## config.mk

```make
export PLATFORM = sky130hd
export DESIGN_NAME = lat_trk
export DESIGN_NICKNAME = d
export VERILOG_FILES = /design/src/rtl/lat_trk_pkg.sv /design/src/rtl/lat_trk_wr.sv /design/src/rtl/lat_trk_rd.sv /design/src/rtl/lat_trk.sv
export SDC_FILE = /design/constraint.sdc
export NUM_CORES = 2
export LEC_CHECK = 0
export BUFFER_PORTS_ARGS = -buffer_cell sky130_fd_sc_hd__clkbuf_2
export CAP_MARGIN = 20
export CELL_PAD_IN_SITES_DETAIL_PLACEMENT = 0
export CELL_PAD_IN_SITES_GLOBAL_PLACEMENT = 2
export CORE_MARGIN = 2
export CORE_UTILIZATION = 40
export DETAILED_ROUTE_END_ITERATION = 10
export PLACE_DENSITY_LB_ADDON = 0.1
export SYNTH_ARGS = -nofsm -noshare
export SYNTH_HDL_FRONTEND = slang
export SYNTH_SLANG_ARGS = --single-unit
```

## constraint.sdc

```tcl
create_clock -name clk_i -period 88 [get_ports clk_i]
set_input_delay 17.6 -clock clk_i [delete_from_list [all_inputs] [get_ports clk_i]]
set_output_delay 17.6 -clock clk_i [all_outputs]
set_load 0.01 [all_outputs]
```

## src/rtl/lat_trk_pkg.sv

```systemverilog
package lat_trk_pkg;
  localparam int DEF_N_RD  = 8;
  localparam int DEF_N_WR  = 8;
  localparam int DEF_USERS = 4;
  localparam int DEF_LAT_W = 4;
  localparam int DEF_ADV_W = 4;

  function automatic int idx_w(input int n);
    return (n > 1) ? $clog2(n) : 1;
  endfunction
endpackage

```

## src/rtl/lat_trk_wr.sv

```systemverilog
module lat_trk_wr #(
  parameter int USERS  = 4,
  parameter int RIDX_W = 3,
  parameter int LAT_W  = 4,
  parameter int ADV_W  = 4,
  parameter int WR_W   = 6
) (
  input  logic                              clk_i,
  input  logic                              rst_ni,
  input  logic                              tick_i,
  input  logic                              fire_i,
  input  logic [LAT_W-1:0]                  lat_i,
  input  logic                              store_i,
  input  logic [RIDX_W-1:0]                 store_rd_i,
  input  logic [ADV_W-1:0]                  store_adv_i,
  output logic                              known_o,
  output logic signed [WR_W-1:0]            cnt_o,
  output logic                              full_o,
  output logic [USERS-1:0]                  usr_v_o,
  output logic [USERS-1:0][RIDX_W-1:0]      usr_rd_o,
  output logic [USERS-1:0][ADV_W-1:0]       usr_adv_o
);
  localparam int UIDX_W = lat_trk_pkg::idx_w(USERS);
  localparam logic signed [WR_W-1:0] CNT_MIN = {1'b1, {(WR_W-1){1'b0}}};
  localparam logic signed [WR_W-1:0] CNT_ONE = 1;

  logic [UIDX_W-1:0] free_idx;

  always_comb begin
    free_idx = '0;
    full_o   = 1'b1;
    for (int u = USERS-1; u >= 0; u--) begin
      if (!usr_v_o[u]) begin
        free_idx = UIDX_W'(u);
        full_o   = 1'b0;
      end
    end
  end

  always_ff @(posedge clk_i or negedge rst_ni) begin
    if (!rst_ni) begin
      known_o   <= 1'b0;
      cnt_o     <= '0;
      usr_v_o   <= '0;
      usr_rd_o  <= '0;
      usr_adv_o <= '0;
    end else if (fire_i) begin
      known_o <= 1'b1;
      cnt_o   <= $signed({{(WR_W-LAT_W){1'b0}}, lat_i});
      usr_v_o <= '0;
    end else begin
      // signed count runs past zero; saturate to avoid wrap
      if (tick_i && known_o && cnt_o != CNT_MIN) cnt_o <= cnt_o - CNT_ONE;
      if (store_i && !full_o) begin
        usr_v_o[free_idx]   <= 1'b1;
        usr_rd_o[free_idx]  <= store_rd_i;
        usr_adv_o[free_idx] <= store_adv_i;
      end
    end
  end
endmodule

```

## src/rtl/lat_trk_rd.sv

```systemverilog
module lat_trk_rd #(
  parameter int RD_W = 5,
  parameter int PW   = 7
) (
  input  logic            clk_i,
  input  logic            rst_ni,
  input  logic            tick_i,
  input  logic            inc_i,
  input  logic            note_i,
  input  logic [PW-1:0]   dec_i,
  input  logic [RD_W-1:0] dmax_i,
  output logic            known_o,
  output logic            ready_o,
  output logic [RD_W-1:0] cyc_o
);
  logic [PW-1:0]   pend_q, pend_d;
  logic [RD_W-1:0] val_q, val_d, ticked;
  logic            known_d;

  // val_q: running max while unknown, live count once known
  always_comb begin
    ticked = (known_o && tick_i && val_q != '0) ? val_q - RD_W'(1) : val_q;
    val_d  = (note_i && dmax_i > ticked) ? dmax_i : ticked;
    pend_d = pend_q + PW'(inc_i) - dec_i;
    known_d = (pend_d == '0) && (known_o || note_i);
  end

  always_ff @(posedge clk_i or negedge rst_ni) begin
    if (!rst_ni) begin
      pend_q  <= '0;
      val_q   <= '0;
      known_o <= 1'b0;
    end else begin
      pend_q  <= pend_d;
      val_q   <= val_d;
      known_o <= known_d;
    end
  end

  assign cyc_o   = known_o ? val_q : '0;
  assign ready_o = known_o && (val_q == '0);
endmodule

```

## src/rtl/lat_trk.sv

```systemverilog
module lat_trk
  import lat_trk_pkg::*;
#(
  parameter int N_RD  = DEF_N_RD,
  parameter int N_WR  = DEF_N_WR,
  parameter int USERS = DEF_USERS,
  parameter int LAT_W = DEF_LAT_W,
  parameter int ADV_W = DEF_ADV_W,
  localparam int RIDX_W = idx_w(N_RD),
  localparam int WIDX_W = idx_w(N_WR),
  localparam int RD_W   = ((LAT_W > ADV_W-1) ? LAT_W : ADV_W-1) + 1
) (
  input  logic                       clk_i,
  input  logic                       rst_ni,
  input  logic                       tick_i,
  input  logic                       issue_valid_i,
  input  logic [WIDX_W-1:0]          issue_wr_i,
  input  logic [LAT_W-1:0]           issue_lat_i,
  input  logic                       link_valid_i,
  input  logic [RIDX_W-1:0]          link_rd_i,
  input  logic [WIDX_W-1:0]          link_wr_i,
  input  logic [ADV_W-1:0]           link_adv_i,
  output logic                       link_err_o,
  output logic [N_RD-1:0]            rd_known_o,
  output logic [N_RD-1:0]            rd_ready_o,
  output logic [N_RD-1:0][RD_W-1:0]  rd_cycles_o
);
  localparam int WR_W = LAT_W + 2;
  localparam int MX   = (WR_W > ADV_W) ? WR_W : ADV_W;
  localparam int DW   = MX + 2;
  localparam int PW   = $clog2(N_WR*USERS + 2) + 1;

  logic [N_WR-1:0]                  wk, fire, full, store;
  logic signed [WR_W-1:0]           wcnt [N_WR];
  logic [USERS-1:0]                 uv   [N_WR];
  logic [USERS-1:0][RIDX_W-1:0]     urd  [N_WR];
  logic [USERS-1:0][ADV_W-1:0]      uadv [N_WR];

  logic [N_RD-1:0]                  inc, note;
  logic [PW-1:0]                    dec  [N_RD];
  logic [RD_W-1:0]                  dmax [N_RD];
  logic                             imm, store_ok, err_d;
  logic signed [DW-1:0]             lat_s, imm_base;

  function automatic logic signed [DW-1:0] sx_adv(input logic [ADV_W-1:0] a);
    return $signed({{(DW-ADV_W){a[ADV_W-1]}}, a});
  endfunction

  function automatic logic [RD_W-1:0] clamp0(input logic signed [DW-1:0] d);
    if (d < 0) return '0;
    return d[RD_W-1:0];
  endfunction

  for (genvar w = 0; w < N_WR; w++) begin : g_wr
    assign fire[w]  = issue_valid_i && issue_wr_i == WIDX_W'(w) && !wk[w];
    assign store[w] = store_ok && link_wr_i == WIDX_W'(w);
    lat_trk_wr #(
      .USERS(USERS), .RIDX_W(RIDX_W), .LAT_W(LAT_W), .ADV_W(ADV_W), .WR_W(WR_W)
    ) u_wr (
      .clk_i      (clk_i),
      .rst_ni     (rst_ni),
      .tick_i     (tick_i),
      .fire_i     (fire[w]),
      .lat_i      (issue_lat_i),
      .store_i    (store[w]),
      .store_rd_i (link_rd_i),
      .store_adv_i(link_adv_i),
      .known_o    (wk[w]),
      .cnt_o      (wcnt[w]),
      .full_o     (full[w]),
      .usr_v_o    (uv[w]),
      .usr_rd_o   (urd[w]),
      .usr_adv_o  (uadv[w])
    );
  end

  // link to a write that has issued, or issues now, resolves at once
  always_comb begin
    lat_s    = $signed({{(DW-LAT_W){1'b0}}, issue_lat_i});
    imm      = link_valid_i && (wk[link_wr_i] || fire[link_wr_i]);
    imm_base = wk[link_wr_i] ? $signed({{(DW-WR_W){wcnt[link_wr_i][WR_W-1]}}, wcnt[link_wr_i]})
                             : lat_s;
    store_ok = link_valid_i && !imm && !full[link_wr_i];
    err_d    = link_valid_i && !imm && full[link_wr_i];
  end

  always_comb begin
    for (int r = 0; r < N_RD; r++) begin
      dec[r]  = '0;
      dmax[r] = '0;
      note[r] = 1'b0;
      inc[r]  = store_ok && link_rd_i == RIDX_W'(r);
      for (int w = 0; w < N_WR; w++) begin
        for (int u = 0; u < USERS; u++) begin
          if (fire[w] && uv[w][u] && urd[w][u] == RIDX_W'(r)) begin
            dec[r]  = dec[r] + PW'(1);
            note[r] = 1'b1;
            if (clamp0(lat_s - sx_adv(uadv[w][u])) > dmax[r])
              dmax[r] = clamp0(lat_s - sx_adv(uadv[w][u]));
          end
        end
      end
      if (imm && link_rd_i == RIDX_W'(r)) begin
        note[r] = 1'b1;
        if (clamp0(imm_base - sx_adv(link_adv_i)) > dmax[r])
          dmax[r] = clamp0(imm_base - sx_adv(link_adv_i));
      end
    end
  end

  for (genvar r = 0; r < N_RD; r++) begin : g_rd
    lat_trk_rd #(.RD_W(RD_W), .PW(PW)) u_rd (
      .clk_i  (clk_i),
      .rst_ni (rst_ni),
      .tick_i (tick_i),
      .inc_i  (inc[r]),
      .note_i (note[r]),
      .dec_i  (dec[r]),
      .dmax_i (dmax[r]),
      .known_o(rd_known_o[r]),
      .ready_o(rd_ready_o[r]),
      .cyc_o  (rd_cycles_o[r])
    );
  end

  always_ff @(posedge clk_i or negedge rst_ni) begin
    if (!rst_ni) link_err_o <= 1'b0;
    else         link_err_o <= err_d;
  end
endmodule

```

==> flow_summary.yaml <==
finish:
  nFillCells: 26938
  final_util_pct: 43.7
  regArea_sq_um: 10400
  multiInputGateArea_sq_um: 90100
  layout_commonest_cell: "ha_1"
  final_cell_mix: "ha_1, nand2_1, nor2_1"
  drive_gt1_share_pct: 9.66
  area_growth_pct: 8.92
  fin_nets: 16420
route:
  dr.pass1.iters: 8
  routedWlPerCell_um: 30.6
  via_per_inst: 6.36
  wl_mm: 554
  met2_length_mm: 242
  antenna_left: 0
  dr_wl_met3_mm: 50.3
  wl_met1_mm: 220
  drt_iter0_markers: 11864
  dr.max_layer_used: "met5"
  drc: 0
  dr_total_vias: 114880
clock_tree:
  h-tree-depth: 2
  cts_setup_buffers: 0
  clock_path_buffers: 3
  clock_sinks: 417
  clock_latency_ns: 0.77
  cts_tree: "built"
  cts.clk_slew.worst_paths_ns: 0.07
  clk_root_buffer_cell: "clkbuf_16"
  cts-buffers-inserted: 52
power:
  powerDensity_nw_per_um2: 11.3
  leakage_nw: 54.6
  total_power_mw: 1.29
  irDropWorstVdd_mv: 0.0209
timing:
  slew-limit-headroom_pct: 14.6
  setup-tns-final_ns: 0
  hold_violations: 0
  slew_viol_final: 0
  period_needed_ns: 84.80
  worst_pin_slew_ns: 1.27
  finalSetupViolations: 0
  fmax_ghz: 0.0118
  period_share_pct: 96.4
  clock_skew_ns: 0.0825
  rsz0062_at_grt: "false"
  hold_ws_ns: 0.484
logic_synthesis:
  synth_top_area_share_pct: 22.2
  netlist_top_cells_area: "ha_1, dfrtp_1, nand2_1, nor2_1, a21oi_1"
  ys_ff_latch: 417
  async_flop_share_pct: 100
  synth-edff-count: 0
  netlist_area_sq_um: 105000
  yosys.area_share.simple_pct: 27.3
  synth_top_family_by_area: "simple AND/OR/NAND/NOR gates"
  syn_area_per_cell_sq_um: 7.37
  seq_area_frac_synth_pct: 9.94
  yosysTopAreaCell: "ha_1"
  yosys_warnings: 0
  synth_ff_type: "dfrtp_1"
  synthMuxAreaShare_pct: 5.35
  synth_compound_gate_area_share_pct: 22.3
  ys_types: 131
  synthAdderAreaFrac_pct: 23.3
  syn_inst: 14249
  yosys.area_share.xor_xnor_pct: 6.76
placement:
  dp_hpwl_mm: 462
  io_buffer_count: 78
  gp_congestion: 1.06
floorplan:
  rows: 188
  dieArea_sq_um: 267000
  io_pins: 79
  core-area_sq_um: 262000
  fp.dieH_um: 516
  initial_utilization_pct: 40.1
  die_width_um: 516
run_status:
  outcome: "finished clean"
critical_path:
  ff2ff_setup_slack_ns: 20.28
  crit_path_end_kind: "register"
  regToRegStartpoint: "g_wr[0].u_wr.usr_adv_o[7]$_DFFE_PN0P_"
  timing.rr.end: "g_rd[1].u_rd.val_q[0]$_DFF_PN0_"
  cpMostUsedCell: "ha_1"
  r2r_cells: 277
  crit_fanout: 24
  cp_slowest_stage_delay_ns: 1.08
  critPathKind: "input pin to register"
  crit_path_start_kind: "input pin"
  cpMaxStageDelayCell: "a211oi_1"
  crit_arrival_ns: 85.44
  crit_required_ns: 88.64
global_routing:
  grt_pass1_wl_mm: 778
  grt_overflow: 0
  grt_max_degree: 70
  antenna_found_initial: 52
  grt_pass1_vias: 108723
  grt_usage_pct: 40.1
flow_run:
  maxCapViolations: 0
hold_path:
  hp-start: "g_wr[6].u_wr.usr_adv_o[14]$_DFFE_PN0P_"
  hold_end: "g_wr[6].u_wr.usr_adv_o[14]$_DFFE_PN0P_"
  hold_class: "register to register"
  hold_depth: 2
synthesized netlist by cell type (172+ instances only):
cell type / count
xnor2_1: 358
nor3_1: 374
mux2_2: 349
clkbuf_1: 322
and2_1: 246
nor2_1: 1432
nor2b_1: 352
nand2_1: 1556
nand4_1: 291
inv_1: 947
nand2b_1: 195
xor2_1: 210
o21ai_0: 795
dfrtp_1: 417
a21oi_1: 867
ha_1: 1862
nand3_1: 342
a21o_1: 439
and3_1: 172
kinds of logic (layout without fill, tap and decap cells):
kind of cell,count (synthesis),count (layout)
fa+ha+maj,1936,1936
buf+inv,1372,1603
flops,417,417
simple gates,5754,5754
compound gates,3601,3601
mux,498,498
other cells,2,84
xor+xnor,669,669
final cells by class:
cell class / instances / area share [%]
Clock buffer: 63 / 1.24
Clock inverter: 34 / 0.434
Multi-Input combinational cell: 12518 / 78.8
Antenna cell: 24 / 0.0525
Inverter: 975 / 3.20
Sequential cell: 417 / 9.12
Timing Repair Buffer: 531 / 3.33
Tap cell: 3515 / 3.84
flip-flops by register name, indices dropped and copies added (netlist names):
name and count:
g_rd.u_rd.pend_q 56, g_rd.u_rd.known_o 8, g_wr.u_wr.cnt_o 48, g_wr.u_wr.known_o 8, link_err_o 1, g_rd.u_rd.val_q 40, g_wr.u_wr.usr_rd_o 96, g_wr.u_wr.usr_v_o 32
g_wr.u_wr.usr_adv_o 128
stage by stage:
step | setup WS (ns) | area (sq um) | std cells
after global routing | 0.00248 | 114000 | 18054
final | 3.20 | 114000 | 18077
after CTS | 4.80 | 114000 | 18038
after floorplan | 18.28 | 105000 | 14307
after global placement | 2.41 | 112000 | 17925
after detailed placement | 4.38 | 112000 | 17941
per-layer routing:
layer | vias up | GRT usage (%)
met1 | 55767 | 48.7
met3 | 1319 | 9.59
met4 | 38 | 25.2
met5 | - | 0
li1 | 52514 | -
met2 | 5242 | 63.6
worst max-delay path by stage:
stage | startpoint | end | slack, ns | cells after the start
finish | issue_lat_i[0] | g_rd[1].u_rd.val_q[0]$_DFF_PN0_ | 3.20 | 280
CTS | issue_wr_i[2] | g_rd[1].u_rd.val_q[0]$_DFF_PN0_ | 4.80 | 279
floorplan | issue_lat_i[1] | g_rd[5].u_rd.val_q[3]$_DFF_PN0_ | 18.28 | 275
global route | issue_lat_i[0] | g_rd[5].u_rd.val_q[3]$_DFF_PN0_ | 0.002 | 276
detailed placement | issue_wr_i[2] | g_rd[1].u_rd.val_q[0]$_DFF_PN0_ | 4.38 | 277
global placement | issue_wr_i[2] | g_rd[1].u_rd.val_q[0]$_DFF_PN0_ | 2.41 | 274
power breakdown:
| part | leakage, nW | switching [mW] | internal (mW) | total, mW |
|---|---|---|---|---|
| clock network | 0.945 | 0.112 | 0.143 | 0.255 |
| logic | 48.4 | 0.480 | 0.294 | 0.774 |
| registers | 5.22 | 0.0347 | 0.230 | 0.265 |
repair_timing:
action,in CTS,in global routing
hold buffers,0,0
setup endpoints to repair,0,2
gates resized for setup,0,1
critical path: cells and delay by family:
kind | cells | cell delay (ns)
buffers and inverters | 17 | 3.23
adder cells (fa/ha/maj) | 34 | 10.39
AO/OA/AOI/OAI | 126 | 33.65
AND/OR/NAND/NOR | 98 | 18.01
multiplexers | 5 | 2.36
Power figures use the tool's default switching activity.
